$ cat config.mk
export PLATFORM = sky130hd
export DESIGN_NAME = pair_timer
export DESIGN_NICKNAME = d
export VERILOG_FILES = /design/src/rtl/pt_pkg.sv /design/src/rtl/pt_ctrl_fsm.sv /design/src/rtl/pt_tick_gen.sv /design/src/rtl/pt_counter.sv /design/src/rtl/pair_timer.sv
export SDC_FILE = /design/constraint.sdc
export NUM_CORES = 1
export LEC_CHECK = 0
export BUFFER_PORTS_ARGS = -buffer_cell sky130_fd_sc_hd__buf_2
export CAP_MARGIN = 30
export CORE_MARGIN = 4
export CORE_UTILIZATION = 53
export CTS_CLUSTER_DIAMETER = 200
export CTS_CLUSTER_SIZE = 16
export DETAILED_ROUTE_END_ITERATION = 8
export GPL_TIMING_DRIVEN = 0
export PLACE_DENSITY = 0.72
export SYNTH_ARGS = -nofsm -noshare
export SYNTH_HDL_FRONTEND = slang
export SYNTH_SLANG_ARGS = --single-unit
$ cat constraint.sdc
create_clock -name clk -period 3.55 [get_ports clk]
set_input_delay 0.5325 -clock clk [delete_from_list [all_inputs] [get_ports clk]]
set_output_delay 0.5325 -clock clk [all_outputs]
set_load 0.02 [all_outputs]
$ cat src/rtl/pt_pkg.sv
package pt_pkg;

    typedef enum logic [1:0] {
        ST_IDLE  = 2'd0,
        ST_TIMER = 2'd1,
        ST_EVENT = 2'd2
    } pt_state_e;

    // control byte layout, LSB first: run, mode[1:0], edge select
    typedef struct packed {
        logic       edge_fall;
        logic [1:0] mode;
        logic       run;
    } pt_ctrl_t;

    localparam logic [1:0] MODE_EVENT = 2'b01;
    localparam logic [1:0] MODE_TIMER = 2'b10;

    localparam logic [1:0] ADDR_CTRL = 2'd0;
    localparam logic [1:0] ADDR_LO   = 2'd1;
    localparam logic [1:0] ADDR_HI   = 2'd2;

endpackage

$ cat src/rtl/pt_ctrl_fsm.sv
module pt_ctrl_fsm
    import pt_pkg::*;
(
    input  logic       clk,
    input  logic       rst_n,
    input  logic       ctrl_we,
    input  logic [3:0] ctrl_d,
    output pt_ctrl_t   ctrl_q,
    output pt_state_e  state_q,
    output logic       timer_on,
    output logic       event_on,
    output logic       stopped
);

    pt_state_e state_d;
    pt_state_e wanted;

    always_ff @(posedge clk or negedge rst_n) begin
        if (!rst_n) begin
            ctrl_q <= '0;
        end else if (ctrl_we) begin
            ctrl_q <= pt_ctrl_t'(ctrl_d);
        end
    end

    // state register
    always_ff @(posedge clk or negedge rst_n) begin
        if (!rst_n) begin
            state_q <= ST_IDLE;
        end else begin
            state_q <= state_d;
        end
    end

    // next state
    always_comb begin
        wanted = ST_IDLE;
        if (ctrl_q.run) begin
            unique case (ctrl_q.mode)
                MODE_EVENT: wanted = ST_EVENT;
                MODE_TIMER: wanted = ST_TIMER;
                default:    wanted = ST_IDLE;
            endcase
        end
        state_d = state_q;
        unique case (state_q)
            ST_IDLE:  if (wanted != ST_IDLE) state_d = wanted;   // start_timer / start_event
            ST_TIMER: if (wanted != ST_TIMER) state_d = wanted;  // halt / switch
            ST_EVENT: if (wanted != ST_EVENT) state_d = wanted;  // halt / switch
            default:  state_d = ST_IDLE;
        endcase
    end

    // outputs
    always_comb begin
        timer_on = 1'b0;
        event_on = 1'b0;
        stopped  = 1'b0;
        unique case (state_q)
            ST_TIMER: timer_on = 1'b1;
            ST_EVENT: event_on = 1'b1;
            default:  stopped  = 1'b1;
        endcase
    end

    // with run clear the block is idle on the next cycle
    assert_halt_R9: assert property (@(posedge clk) disable iff (!rst_n)
        (!ctrl_q.run) |=> (state_q == ST_IDLE));

    // reserved and unused modes never start counting
    assert_reserved_mode_R9: assert property (@(posedge clk) disable iff (!rst_n)
        (ctrl_q.mode == 2'b11 || ctrl_q.mode == 2'b00) |=> stopped);

endmodule

$ cat src/rtl/pt_tick_gen.sv
module pt_tick_gen #(
    parameter int DIV = 4
) (
    input  logic clk,
    input  logic rst_n,
    input  logic timer_on,
    input  logic event_on,
    input  logic edge_fall,
    input  logic ext_pin,
    output logic tick
);

    localparam int SYNC_N = 3;   // two synchronizer flops plus one history flop

    logic [SYNC_N-1:0] sync_q;
    logic              tick_int;
    logic              tick_evt;
    logic              rise_seen;
    logic              fall_seen;

    always_ff @(posedge clk or negedge rst_n) begin
        if (!rst_n) begin
            sync_q <= '0;
        end else begin
            sync_q <= {sync_q[SYNC_N-2:0], ext_pin};
        end
    end

    assign rise_seen = sync_q[1] & ~sync_q[2];
    assign fall_seen = ~sync_q[1] & sync_q[2];
    assign tick_evt  = event_on & (edge_fall ? fall_seen : rise_seen);

    generate
        if (DIV <= 1) begin : g_nodiv
            assign tick_int = timer_on;
        end else begin : g_div
            localparam int PW = $clog2(DIV);
            localparam logic [PW-1:0] LAST = PW'(DIV - 1);
            logic [PW-1:0] pre_q;

            always_ff @(posedge clk or negedge rst_n) begin
                if (!rst_n) begin
                    pre_q <= '0;
                end else if (!timer_on || pre_q == LAST) begin
                    pre_q <= '0;
                end else begin
                    pre_q <= pre_q + PW'(1);
                end
            end

            assign tick_int = timer_on && (pre_q == LAST);

            // internal ticks are spaced by the divider
            assert_prescale_gap_R1: assert property (@(posedge clk) disable iff (!rst_n)
                tick_int |=> !tick_int);
        end
    endgenerate

    assign tick = tick_int | tick_evt;

    // edge ticks only in event mode, internal ticks only in timer mode
    assert_source_R2: assert property (@(posedge clk) disable iff (!rst_n)
        tick |-> (timer_on || event_on));

endmodule

$ cat src/rtl/pt_counter.sv
module pt_counter #(
    parameter int DATA_W = 8
) (
    input  logic                clk,
    input  logic                rst_n,
    input  logic                lo_we,
    input  logic                hi_we,
    input  logic                hi_rd,
    input  logic [DATA_W-1:0]   wdata,
    input  logic                tick,
    input  logic                stopped,
    output logic [2*DATA_W-1:0] cnt_q,
    output logic [DATA_W-1:0]   rd_buf_q,
    output logic                ovf_q
);

    localparam int CNT_W = 2 * DATA_W;
    localparam logic [CNT_W-1:0] CNT_MAX = '1;

    logic [CNT_W-1:0]  preload_q;
    logic [DATA_W-1:0] lo_buf_q;
    logic [CNT_W-1:0]  pair_word;
    logic              at_max;

    assign pair_word = {wdata, lo_buf_q};
    assign at_max    = (cnt_q == CNT_MAX);

    always_ff @(posedge clk or negedge rst_n) begin
        if (!rst_n) begin
            lo_buf_q <= '0;
        end else if (lo_we) begin
            lo_buf_q <= wdata;
        end
    end

    always_ff @(posedge clk or negedge rst_n) begin
        if (!rst_n) begin
            preload_q <= '0;
        end else if (hi_we) begin
            preload_q <= pair_word;
        end
    end

    always_ff @(posedge clk or negedge rst_n) begin
        if (!rst_n) begin
            cnt_q <= '0;
        end else if (hi_we && stopped) begin
            cnt_q <= pair_word;
        end else if (tick) begin
            cnt_q <= at_max ? preload_q : cnt_q + CNT_W'(1);
        end
    end

    always_ff @(posedge clk or negedge rst_n) begin
        if (!rst_n) begin
            ovf_q <= 1'b0;
        end else begin
            ovf_q <= tick && at_max;
        end
    end

    always_ff @(posedge clk or negedge rst_n) begin
        if (!rst_n) begin
            rd_buf_q <= '0;
        end else if (hi_rd) begin
            rd_buf_q <= cnt_q[DATA_W-1:0];
        end
    end

    assert_step_R1: assert property (@(posedge clk) disable iff (!rst_n)
        (tick && !at_max) |=> (cnt_q == $past(cnt_q) + CNT_W'(1)));

    assert_reload_R3: assert property (@(posedge clk) disable iff (!rst_n)
        ovf_q |-> (cnt_q == $past(preload_q)));

    assert_direct_load_R4: assert property (@(posedge clk) disable iff (!rst_n)
        (stopped && hi_we) |=> (cnt_q == {$past(wdata), $past(lo_buf_q)}));

    assert_deferred_R5: assert property (@(posedge clk) disable iff (!rst_n)
        (!stopped && hi_we && !tick) |=> (cnt_q == $past(cnt_q)));

    assert_lo_buffer_only_R6: assert property (@(posedge clk) disable iff (!rst_n)
        lo_we |=> (preload_q == $past(preload_q)));

endmodule

$ cat src/rtl/pair_timer.sv
module pair_timer
    import pt_pkg::*;
#(
    parameter int DIV    = 4,
    parameter int DATA_W = 8
) (
    input  logic              clk,
    input  logic              rst_n,
    input  logic              bus_we,
    input  logic              bus_re,
    input  logic [1:0]        bus_addr,
    input  logic [DATA_W-1:0] bus_wdata,
    output logic [DATA_W-1:0] bus_rdata,
    input  logic              evt_pin,
    output logic              ovf_irq
);

    localparam int CNT_W = 2 * DATA_W;

    pt_ctrl_t          ctrl;
    pt_state_e         state;
    logic              timer_on;
    logic              event_on;
    logic              stopped;
    logic              tick;
    logic [CNT_W-1:0]  cnt;
    logic [DATA_W-1:0] rd_buf;

    pt_ctrl_fsm u_fsm (
        .clk      (clk),
        .rst_n    (rst_n),
        .ctrl_we  (bus_we && bus_addr == ADDR_CTRL),
        .ctrl_d   (bus_wdata[3:0]),
        .ctrl_q   (ctrl),
        .state_q  (state),
        .timer_on (timer_on),
        .event_on (event_on),
        .stopped  (stopped)
    );

    pt_tick_gen #(.DIV(DIV)) u_tick (
        .clk       (clk),
        .rst_n     (rst_n),
        .timer_on  (timer_on),
        .event_on  (event_on),
        .edge_fall (ctrl.edge_fall),
        .ext_pin   (evt_pin),
        .tick      (tick)
    );

    pt_counter #(.DATA_W(DATA_W)) u_cnt (
        .clk      (clk),
        .rst_n    (rst_n),
        .lo_we    (bus_we && bus_addr == ADDR_LO),
        .hi_we    (bus_we && bus_addr == ADDR_HI),
        .hi_rd    (bus_re && bus_addr == ADDR_HI),
        .wdata    (bus_wdata),
        .tick     (tick),
        .stopped  (stopped),
        .cnt_q    (cnt),
        .rd_buf_q (rd_buf),
        .ovf_q    (ovf_irq)
    );

    always_comb begin
        case (bus_addr)
            ADDR_CTRL: bus_rdata = {{(DATA_W-4){1'b0}}, ctrl};
            ADDR_LO:   bus_rdata = rd_buf;
            ADDR_HI:   bus_rdata = cnt[CNT_W-1:DATA_W];
            default:   bus_rdata = '0;
        endcase
    end

    // overflow pulse lasts one cycle unless a second overflow step follows at once
    assert_pulse_R3: assert property (@(posedge clk) disable iff (!rst_n)
        (ovf_irq && !tick) |=> !ovf_irq);

    // a stopped counter does not move except by a direct load
    assert_frozen_R9: assert property (@(posedge clk) disable iff (!rst_n)
        (stopped && !(bus_we && bus_addr == ADDR_HI)) |=> (cnt == $past(cnt)));

endmodule

# Word level (Yosys, flattened, before mapping)

Index checks and enable logic that the tools add are counted.

Word-level logic and storage cells: 62
Input bits: 15
Output and inout bits: 9
Register bits after elaboration: 60

Equality and inequality tests: 13
Add/subtract/negate cells: 2
Mux-type cells: 15
Reduce and logical (&&, ||, !) cells: 15
Bitwise operators: 6

Operators with widths:

| kind                                                            | count |
|---|---|
| 16-bit two-way mux                                              | 3 |
| 8-bit one-hot mux with 3 select lines                           | 1 |
| 16-bit by 1-bit adder with 16-bit output, second input constant | 1 |
| 16-bit == test, second input constant                           | 1 |
| 2-bit two-way mux                                               | 5 |
| 2-bit == test, second input constant                            | 4 |
| 2-bit by 1-bit != test with 1-bit output, second input constant | 4 |
| 1-bit logical AND                                               | 7 |
| 2-bit by 1-bit == test with 1-bit output, second input constant | 3 |
| 2-bit one-hot mux with 3 select lines                           | 1 |
| 2-bit zero test                                                 | 2 |
| 1-bit two-way mux                                               | 4 |
| 2-bit one-hot mux with 2 select lines                           | 1 |
| 2-bit nonzero test                                              | 2 |
| 1-bit AND                                                       | 3 |
| 3-bit AND reduction                                             | 1 |
| 2-bit by 1-bit adder with 2-bit output, second input constant   | 1 |
| 2-bit != test, second input constant                            | 1 |
| 1-bit inverter                                                  | 2 |
| 2-bit OR reduction                                              | 1 |
| 1-bit zero test                                                 | 1 |
| 1-bit logical OR                                                | 1 |
| 1-bit OR                                                        | 1 |

# Logic depth before layout (Yosys ltp)

Depth in word-level cells: 7
Depth in mapped cells: 7
Gate-level depth less buffers: 6

# Cells and area by module

A second synthesis with hierarchy kept.

Cells, all modules: 270
Area, all modules: 3081.7 um^2

Modules (own cells, without submodules):

| module      | instances | sequential area each (um^2) | cells an instance | area an instance (um^2) |
|---|---|---|---|---|
| pt_counter  | 1         | 1226.2                      | 210               | 2377.3 |
| pt_ctrl_fsm | 1         | 150.1                       | 28                | 340.3 |
| pt_tick_gen | 1         | 125.1                       | 12                | 182.7 |
| pair_timer  | 1         | 0.0                         | 20                | 181.4 |

# Least setup slack after synthesis

OpenSTA, ideal clock, no wires.

Path kind: input to register
From: input port bus_addr[1]
To: register u_cnt.preload_q[0]
Stages on the path: 6
Arrival: 1726 ps
Slack: 1700 ps
Library setup time: 125 ps
Cells stage by stage: clkbuf_2 > nor2b_1 > buf_2 > nand2_1 > buf_2 > mux2_2

Longest elaborated chain between the ends: 2

RTL lines:

| element                | RTL line         | text |
|---|---|---|
| start: declaration     | pair_timer.sv:11 | `input logic [1:0] bus_addr,` |
| 2-bit == test          | pair_timer.sv:55 | `.hi_we (bus_we && bus_addr == ADDR_HI),` |
| 1-bit logical AND      | pair_timer.sv:55 |  |
| end signal: assignment | pt_counter.sv:40 | `preload_q <= pair_word;` |
| end: declaration       | pt_counter.sv:20 | `logic [CNT_W-1:0] preload_q;` |

Every way passes these cells.
A chain may end at the register's enable or synchronous reset.

# Worst setup path in the final report

From: register u_fsm.state_q[0]
To: register u_cnt.cnt_q[12]

Longest elaborated chain between the ends: 5
Elaborated cells on any way between the ends: 12

RTL lines:

| element                                                                   | RTL line                            | text |
|---|---|---|
| start: declaration                                                        | pt_ctrl_fsm.sv:9                    | `output pt_state_e state_q,` |
| start signal: assignment                                                  | pt_ctrl_fsm.sv:31                   | `state_q <= state_d;` |
| 2-bit == test or 2-bit by 1-bit == test with 1-bit output (tied branches) | pt_ctrl_fsm.sv:59                   | `unique case (state_q)` |
| 1-bit two-way mux or 2-bit OR reduction (tied branches)                   | --                                  |  |
| 1-bit AND (tied with other cells)                                         | pt_tick_gen.sv:31                   | `assign tick_evt = event_on & (edge_fall ? fall_seen : rise_seen);` |
| 1-bit OR or 1-bit logical AND (tied branches)                             | pt_tick_gen.sv:59, pt_counter.sv:47 |  |
| 2-bit nonzero test (no line) or 16-bit two-way mux (tied branches)        | --                                  |  |
| end signal: assignment                                                    | pt_counter.sv:48                    | `cnt_q <= pair_word;` |
| end signal: assignment                                                    | pt_counter.sv:50                    | `cnt_q <= at_max ? preload_q : cnt_q + CNT_W'(1);` |
| end: declaration                                                          | pt_counter.sv:12                    | `output logic [2*DATA_W-1:0] cnt_q,` |

Several ways; a longest one is shown, not always the timed one.

==> out/qor.yml <==
power:
  vdd.ir_drop.worst_mv: 0.366
  power.density_cell_area_nw_per_um2: 709
  combPwrFrac: 0.311
  pwr-share-clk: 0.249
  pwr-share-seq: 0.439
  sw_frac_of_total: 0.354
  p_leak_nw: 1.52
  internal_power_mw: 1.63
  switching_power_uw: 894
synthesis:
  ys_seq_elements: 60
  syn-num-nets: 311
  netlist_instances: 290
  yosys_warnings: 0
  synth_top_cell_area_share: 0.477
  synth_ff_type: "dfrtp_1"
  syn_avg_cell_area_um2: 10.9
  synth_edf_count: 0
  synth.area.top_cells: "dfrtp_1 48%, mux2_2 13%, nand2_1 2.7%"
  yosysTopAreaCell: "dfrtp_1"
  async_reset_ff_frac: 1.00
  syn_area_um2: 3150
  ys_types: 54
  yosysSeqAreaShare: 0.477
clock_tree:
  clk_latency_ps: 340
  cts_buffer_depth: 2
  htree_levels: 3
  cts_setup_buffers: 0
  cts_resized: 0
  cts_tree: "yes"
  clock-sinks: 60
  clk_pin_slew_ps: 70
  cts_buffers: 9
  cts-hold-fix-buffers: 0
  root_buffer: "clkbuf_8"
worst_setup_path:
  end_kind: "flip-flop"
  r2r_end: "u_cnt.cnt_q[12]$_DFFE_PN0P_"
  arrival_ps: 2740
  worst_setup_path_start_kind: "flip-flop"
  reg2reg_from: "u_fsm.state_q[0]$_DFFE_PN0P_"
  crit_chain: "inv_1 > ha_1 > nor4bb_1 > clkbuf_1 > buf_2 > nand2_1 > o31ai_1"
  crit_required_ps: 3790
  cpPeakStageDelay_ps: 610
  crit_family: "buffers and inverters"
  cp_num_buf_inv: 3
  criticalPathCategory: "flip-flop to flip-flop"
  worstRegToRegCells: 7
  crit_slowest_cell: "nor4bb_1"
  r2r_slack_ps: 1040
  crit_fanout: 10
routing:
  antenna_left: 0
  vias: 2458
  routed_wl_mm: 7.66
  drc: 0
  drt_first_pass_iters: 4
  vias_per_cell: 6.16
  wl_per_cell_um: 19.2
  drtIter0Drc: 214
die:
  die_x_um: 85.1
  dieArea_um2: 7240
  num_rows: 27
  start_util: 0.558
  core_um2: 5640
  ioPinCount: 24
  die_h_um: 85.1
sta:
  setup_slack_ps: 1040
  tns_ps: 0
  fin_crit_ps: 2510
  fin_worst_skew_ps: 8.89
  maxSlewViolCount: 0
  fin_crit_sh: 0.706
  slew_headroom: 0.535
  tightest_slew_ps: 697
  setup_viol: 0
  fmaxAchievable_ghz: 0.399
  finalHoldViolCount: 0
  rsz0062_at_grt: "no"
global_routing:
  grt_pass1_wl_mm: 12.5
  track_usage: 0.227
  grt_pass1_vias: 2415
  grt_max_degree: 32
  antenna_found_initial: 0
  grt_overflow: 0
finish:
  seqCellArea_um2: 1500
  diodes: 0
  fill_cells: 475
  areaGrowthSynthToFinish_pct: 13.3
  multiInputGateArea_um2: 1530
  layout-drive-gt1-share: 0.269
  nNetsFinal: 344
placement:
  gp_congestion: 0.884
  place.detailed.hpwl_mm: 5.47
  io_buffers: 21
  post-place-ws_ps: 1090
job:
  drv_cap: 0
run_status:
  status: "complete, no violations"
min_path:
  hold_path_class: "input pin to asynchronous set/reset pin"
sequential cells by signal, indices dropped and copies added, names as in the netlist:
name	flops
u_cnt.lo_buf_q	8
u_tick.g_div.pre_q	2
u_cnt.rd_buf_q	8
u_fsm.state_q	2
u_cnt.cnt_q	16
u_cnt.ovf_q	1
u_fsm.ctrl_q	4
u_cnt.preload_q	16
u_tick.sync_q	3
cells by family after synthesis:
family	Yosys count	synth area share
buffers and inverters	26	0.0374
and+or+nand+nor	89	0.164
xor gates and xnor gates	4	0.0111
DFF	60	0.477
AOI/OAI and AO/OA	62	0.136
muxes	43	0.151
adders and majority gates	6	0.0238
layout by cell type, fill, tap and decap left out, types with 2 or more instances in the layout:
master / netlist / routed
or4_1: 2 / 2
mux2i_1: 8 / 8
xnor2_1: 3 / 3
o21a_1: 2 / 2
o21ai_0: 13 / 13
or4bb_1: 2 / 2
nor4_1: 6 / 6
nor3b_1: 3 / 3
nor2_1: 6 / 6
nand4_1: 5 / 5
o21ai_1: 6 / 6
clkbuf_2: 3 / 3
o31ai_1: 5 / 5
clkbuf_1: 5 / 7
a31oi_1: 8 / 8
a22o_1: 4 / 4
nor3_1: 11 / 11
dfrtp_1: 60 / 60
and2_1: 7 / 7
mux2_2: 35 / 35
ha_1: 6 / 6
o31a_1: 3 / 3
clkbuf_8: 0 / 12
nand3_1: 9 / 9
a21oi_1: 4 / 4
nand2_1: 23 / 23
inv_1: 7 / 7
a211oi_1: 4 / 4
nor2b_1: 3 / 3
buf_2: 10 / 31
o211ai_1: 3 / 3
through the flow:
step / std cells / hold slack (ps) / area [um2] / util / total power [mW]
final: 399 / 227 / 3570 / 0.632 / 2.53
after global routing: 399 / 279 / 3570 / 0.632 / 2.68
after CTS: 399 / 240 / 3570 / 0.632 / 2.53
after detailed placement: 384 / 341 / 3360 / 0.596 / 1.90
after global placement: 383 / 334 / 3340 / 0.593 / 1.86
after floorplan: 290 / 237 / 3150 / - / 1.64
power by group through the flow:
stage	registers, mW	clock network [mW]	logic, mW
4_1_cts	1.10	0.644	0.784
6_report	1.11	0.630	0.787
3_5_place_dp	1.11	0	0.780
3_3_place_gp	1.10	0	0.754
5_1_grt	1.14	0.672	0.869
2_1_floorplan	1.04	0	0.598
worst max-delay path by stage:
stage                                  from                             end  slack [ps]  cells past startpoint
2_1_floorplan                   bus_addr[1]  u_cnt.preload_q[0]$_DFFE_PN0P_        1700                      6
3_3_place_gp   u_fsm.state_q[0]$_DFFE_PN0P_     u_cnt.cnt_q[12]$_DFFE_PN0P_        1060                      7
3_5_place_dp   u_fsm.state_q[0]$_DFFE_PN0P_     u_cnt.cnt_q[12]$_DFFE_PN0P_        1090                      7
4_1_cts        u_fsm.state_q[0]$_DFFE_PN0P_     u_cnt.cnt_q[12]$_DFFE_PN0P_        1060                      7
5_1_grt        u_fsm.state_q[0]$_DFFE_PN0P_     u_cnt.cnt_q[10]$_DFFE_PN0P_         890                      7
6_report       u_fsm.state_q[0]$_DFFE_PN0P_     u_cnt.cnt_q[12]$_DFFE_PN0P_        1040                      7
routing by layer:
layer	global-route usage	share of wire	vias to the layer above	wire length, um
met4	0.101	0.018	0	138
met5	0	0	-	0
met2	0.317	0.44	75	3370
li1	-	-	1155	-
met3	0.0660	0.072	13	552
met1	0.328	0.47	1215	3600
cell usage after synthesis (4+ instances only):
cell / count
dfrtp_1: 60
mux2_2: 35
nand2_1: 23
o21ai_0: 13
nor3_1: 11
buf_2: 10
nand3_1: 9
a31oi_1: 8
mux2i_1: 8
and2_1: 7
inv_1: 7
ha_1: 6
nor2_1: 6
nor4_1: 6
o21ai_1: 6
clkbuf_1: 5
nand4_1: 5
o31ai_1: 5
a211oi_1: 4
a21oi_1: 4
a22o_1: 4
area by class of cell:
cell class	count	share of cell area
Tap cell	72	0.0253
Clock buffer	14	0.0484
Buffer	19	0.0256
Multi-Input combinational cell	204	0.429
Inverter	7	0.00737
Clock inverter	1	0.00842
Timing Repair Buffer	22	0.0351
Sequential cell	60	0.421
Note: power is estimated with default switching activity, not from simulation.
